**src/rtl/cla_pkg.sv**
```systemverilog
package cla_pkg;

    localparam int GW   = 4;        // bits per lookahead slice
    localparam int NG   = 4;        // slices per adder
    localparam int LA_N = 4;        // fan-in of one lookahead unit
    localparam int W    = GW * NG;  // adder width

    typedef struct packed {
        logic p;
        logic g;
    } pg_t;

    typedef logic [LA_N-1:0] lvec_t;

    // Carries c[0..LA_N] in flat sum-of-products form.
    // c[i] = c0*p[0..i-1] OR sum over j<i of g[j]*p[j+1..i-1]
    function automatic logic [LA_N:0] la_carries(lvec_t g, lvec_t p, logic c0);
        logic [LA_N:0] c;
        logic          t;
        c    = '0;
        c[0] = c0;
        for (int i = 1; i <= LA_N; i++) begin
            t = c0;
            for (int k = 0; k < i; k++) t = t & p[k];
            c[i] = t;
            for (int j = 0; j < i; j++) begin
                t = g[j];
                for (int k = j + 1; k < i; k++) t = t & p[k];
                c[i] = c[i] | t;
            end
        end
        return c;
    endfunction

    // Block-level propagate/generate of LA_N positions.
    function automatic pg_t la_block(lvec_t g, lvec_t p);
        pg_t           r;
        logic [LA_N:0] c;
        c   = la_carries(g, p, 1'b0);
        r.p = &p;
        r.g = c[LA_N];
        return r;
    endfunction

endpackage

```
**src/rtl/cla_bitcell.sv**
```systemverilog
module cla_bitcell (
    input  logic a,
    input  logic b,
    input  logic c,
    output logic g,
    output logic p,
    output logic s
);
    assign g = a & b;
    assign p = a | b;
    assign s = a ^ b ^ c;
endmodule

```
**src/rtl/cla_group.sv**
```systemverilog
module cla_group
    import cla_pkg::*;
(
    input  logic [GW-1:0] a,
    input  logic [GW-1:0] b,
    input  logic          cin,
    output logic [GW-1:0] s,
    output pg_t           blk
);
    logic [GW-1:0] g_bit;
    logic [GW-1:0] p_bit;
    logic [GW:0]   c_bit;

    assign c_bit = la_carries(g_bit, p_bit, cin);
    assign blk   = la_block(g_bit, p_bit);

    for (genvar i = 0; i < GW; i++) begin : g_bits
        cla_bitcell u_cell (
            .a (a[i]),
            .b (b[i]),
            .c (c_bit[i]),
            .g (g_bit[i]),
            .p (p_bit[i]),
            .s (s[i])
        );
    end
endmodule

```
**src/rtl/cla_lookahead.sv**
```systemverilog
module cla_lookahead
    import cla_pkg::*;
(
    input  pg_t           grp [NG],
    input  logic          cin,
    output logic [NG-1:0] carry,
    output pg_t           top
);
    lvec_t         gv;
    lvec_t         pv;
    logic [NG:0]   c_all;

    always_comb begin
        for (int i = 0; i < NG; i++) begin
            gv[i] = grp[i].g;
            pv[i] = grp[i].p;
        end
    end

    assign c_all = la_carries(gv, pv, cin);
    assign carry = c_all[NG-1:0];
    assign top   = la_block(gv, pv);
endmodule

```
**src/rtl/cla16_adder.sv**
```systemverilog
module cla16_adder
    import cla_pkg::*;
(
    input  logic         clk,
    input  logic         rst,
    input  logic [15:0]  op_a,
    input  logic [15:0]  op_b,
    input  logic         c_in,
    output logic [15:0]  sum,
    output logic         c_out,
    output logic         blk_p,
    output logic         blk_g
);
    pg_t           grp_pg [NG];
    logic [NG-1:0] grp_cin;
    pg_t           all_pg;
    logic [W-1:0]  sum_d;
    logic          cout_d;

    for (genvar k = 0; k < NG; k++) begin : g_slice
        cla_group u_grp (
            .a   (op_a[k*GW +: GW]),
            .b   (op_b[k*GW +: GW]),
            .cin (grp_cin[k]),
            .s   (sum_d[k*GW +: GW]),
            .blk (grp_pg[k])
        );
    end

    cla_lookahead u_la (
        .grp   (grp_pg),
        .cin   (c_in),
        .carry (grp_cin),
        .top   (all_pg)
    );

    assign cout_d = all_pg.g | (all_pg.p & c_in);

    always_ff @(posedge clk) begin
        if (rst) begin
            sum   <= '0;
            c_out <= 1'b0;
            blk_p <= 1'b0;
            blk_g <= 1'b0;
        end else begin
            sum   <= sum_d;
            c_out <= cout_d;
            blk_p <= all_pg.p;
            blk_g <= all_pg.g;
        end
    end
endmodule

```
**config.mk**
```make
export PLATFORM = sky130hd
export DESIGN_NAME = cla16_adder
export DESIGN_NICKNAME = d
export VERILOG_FILES = /design/src/rtl/cla_pkg.sv /design/src/rtl/cla_bitcell.sv /design/src/rtl/cla_group.sv /design/src/rtl/cla_lookahead.sv /design/src/rtl/cla16_adder.sv
export SDC_FILE = /design/constraint.sdc
export NUM_CORES = 1
export LEC_CHECK = 0
export CORE_ASPECT_RATIO = 1.75
export CORE_MARGIN = 3
export CORE_UTILIZATION = 30
export CTS_CLUSTER_SIZE = 14
export DETAILED_ROUTE_END_ITERATION = 7
export HOLD_SLACK_MARGIN = 0.05
export MAX_ROUTING_LAYER = met4
export PLACE_DENSITY_LB_ADDON = 0.12
export SLEW_MARGIN = 5
export SYNTH_ARGS = -nofsm -noshare
export SYNTH_HDL_FRONTEND = slang
export SYNTH_HIERARCHICAL = 1
export SYNTH_SLANG_ARGS = --single-unit
```
**constraint.sdc**
```tcl
create_clock -name clk -period 3.3 [get_ports clk]
set_input_delay 0.66 -clock clk [delete_from_list [all_inputs] [get_ports clk]]
set_output_delay 0.66 -clock clk [all_outputs]
set_load 0.005 [all_outputs]
```
==> impl_results.md <==
* Overall Global Routing Usage at 0.115
* TritonCTS clock tree: yes
* CP required at 3510 ps
* Total number of vias at 1297
* Max-Cap Viols at 0
* Setup TNS at 0 ps
* Mux share of post-synthesis cell area at 0
* First-pass GRT wire length at 5200 microns
* DP Worst Slack at 332 ps
* Adder-Cell Fraction of Synth Area at 0.257
* Synth top area share at 0.257
* Post-synthesis net count at 252
* Pin count of the biggest net entering global routing at 20
* Detailed Routing Iterations Pass 1 at 3
* DR WL/cell at 11.2 microns
* Outcome: finished clean
* Slew Limit Headroom at 0.569
* RSZ-0062 raised after global routing: false
* DR vias/cell at 4.41
* WL met1 at 1190 microns
* Ant. Diodes at 0
* Mean Syn Cell Area at 8.43 sq um
* Max clock buf depth at 2
* DIE HEIGHT at 101 microns
* Post-layout util at 0.439
* Final Instance Area at 2190 sq um
* Peak VDD IR at 0.236 mV
* Synth Area in Compound Gates at 0.148
* Placed wire-length estimate at 2820 microns
* Highest routing layer actually used: met4
* Post-synthesis sequential area ratio at 0.244
* Final setup margin at 648 ps
* Commonest cells after routing, fill and taps aside: 53 x clkdlybuf4s50_1, 48 x inv_1, 32 x ha_1, 19 x dfxtp_1, 16 x xor2_1
* Largest area contributor in the netlist: ha_1
* Final setup fails at 0
* Full die area at 6130 sq um
* Period Utilization, post-route at 0.804
* Root buffer cell: clkbuf_8
* Synth unique cells at 18
* Ranking of synthesized cells by area: ha_1 26%, dfxtp_1 24%, inv_1 12%
* Static Leak at 1.14 nW
* Seq cells post-synth at 19
* Worst setup EP type: register
* Synthesized cell area at 1560 sq um
* CP max FO at 4
* Iter 0 DRT Violations at 5
* Met2 routed WL at 1870 microns
* Initial Util at 0.313
* Hold Slack at 1160 ps
* Slew Viols, Final at 0
* Layout Nets at 308
* Metal3 WL at 204 microns
* IO Port Bufs at 53
* Hold Crit Class: in2reg
* Initial antenna violation count at 0
* Gpl congestion at 0.829
* Vias in the first global route at 1240
* CTS hold repair buffers at 0
* Final WL at 3300 microns
* Synth Warn # at 6
* Synth Area in Simple Gates at 0.131
* Placed Area at 2140 sq um
* Largest family of logic cells by synthesized area: adder cells
* Clk slew on worst S/H paths at 80 ps
* Total CTS buffers at 3
* Commonest non-fill, non-tap cell in the layout: clkdlybuf4s50_1
* Core ar. at 4980 sq um
* Worst path max stage delay at 480 ps
* CP most frequent cell: inv_1
* P per Cell Area at 322 nW/um^2
* Startpoint class of the critical path: primary input
* Clock sink count at 19
* CP cell instances: clkdlybuf4s50_1 -> inv_1 -> ha_1 -> inv_1 -> a21oi_1 -> o21ai_1 -> a21oi_2 -> o21ai_0 -> a21o_1 -> a31o_1 -> xor2_1 -> and2b_2
* FMAX at 0.377 GHz
* Xor-xnor portion of the synthesized cell area at 0.0899
* ANT nets after route at 0
* Synth Instances at 185
* Critical path class: in2reg
* Final Hold Fails at 0
* Worst slew pin tran at 645 ps
* Delay-heaviest family, CP: compound AO/OA/AOI/OAI gates
* GR Overflow Total at 0
* CP bufs+invs at 3
* Syn-to-layout area delta at 40.3%
* DRC Markers at 0
* Post-CTS Setup Inserts at 0
* CTS H-tree depth at 1
* Slowest cell on crit path: clkdlybuf4s50_1
* I/O pin cnt at 54
* Die Span X at 60.5 microns
* Ratio of cells with drive above 1 in the final layout at 0.0625
* Minimum clock period at 2650 ps
* Post-CTS Resized at 0
* # rows at 34
* Arrival time worst endpoint at 2860 ps
-- layout make-up --
type / count / area [sq um]
timing repair buffer: 53 / 531
clock inverter: 1 / 7.51
tap: 54 / 67.6
multi-input combinational: 115 / 976
sequential: 19 / 380
clock buffer: 3 / 41.3
inverter: 49 / 184
fill: 506 / 2790
-- metrics by stage --
stage,power (mW),cells
floorplan,0.410,185
global placement,0.545,290
detailed placement,0.543,290
CTS,0.721,294
global route,0.755,294
finish,0.703,294
-- path summary, 6_finish.rpt --
kind	startpoint	to	slack, ps	cells after the start
setup / recovery	op_a[1]	sum[15]	650	12
hold / removal	c_in	c_out	1160	3
-- metal layers --
metal / global-route usage / up-vias
met5: - / -
li1: - / 684
met3: 0.0179 / 2
met4: 0.0351 / 0
met1: 0.106 / 580
met2: 0.228 / 31
-- kinds of logic after synthesis --
| kind of cell | count (synthesis) |
|---|---|
| XOR/XNOR | 16 |
| AND/OR/NAND/NOR | 31 |
| adder cells (fa/ha/maj) | 32 |
| flip-flops | 19 |
| buffers and inverters | 51 |
| AO/OA/AOI/OAI | 36 |
-- synthesized netlist by cell type --
master,number
nor2_1,2
a21oi_1,12
buf_6,1
buf_4,1
nor2b_1,9
xor2_1,16
ha_1,32
inv_2,1
a21oi_2,1
a21o_1,13
a31o_1,4
and4_1,4
and2b_2,9
dfxtp_1,19
inv_1,48
o21ai_1,4
nand2_1,7
o21ai_0,2
-- state kept, by name (all words and copies together) (netlist names) --
signal and count:
blk_g 1, blk_p 1, c_out 1, sum 16
-- power breakdown --
part           switching (mW)  internal [mW]
sequential            0.00742          0.259
combinational           0.105          0.161
clock                  0.0857         0.0851
-- tightest hold or removal path, cell delays in order --
cell	delay, ps
clkdlybuf4s50_1	500
a21oi_1	170
nor2_1	40
No activity file was read; power rests on OpenSTA's default activity.
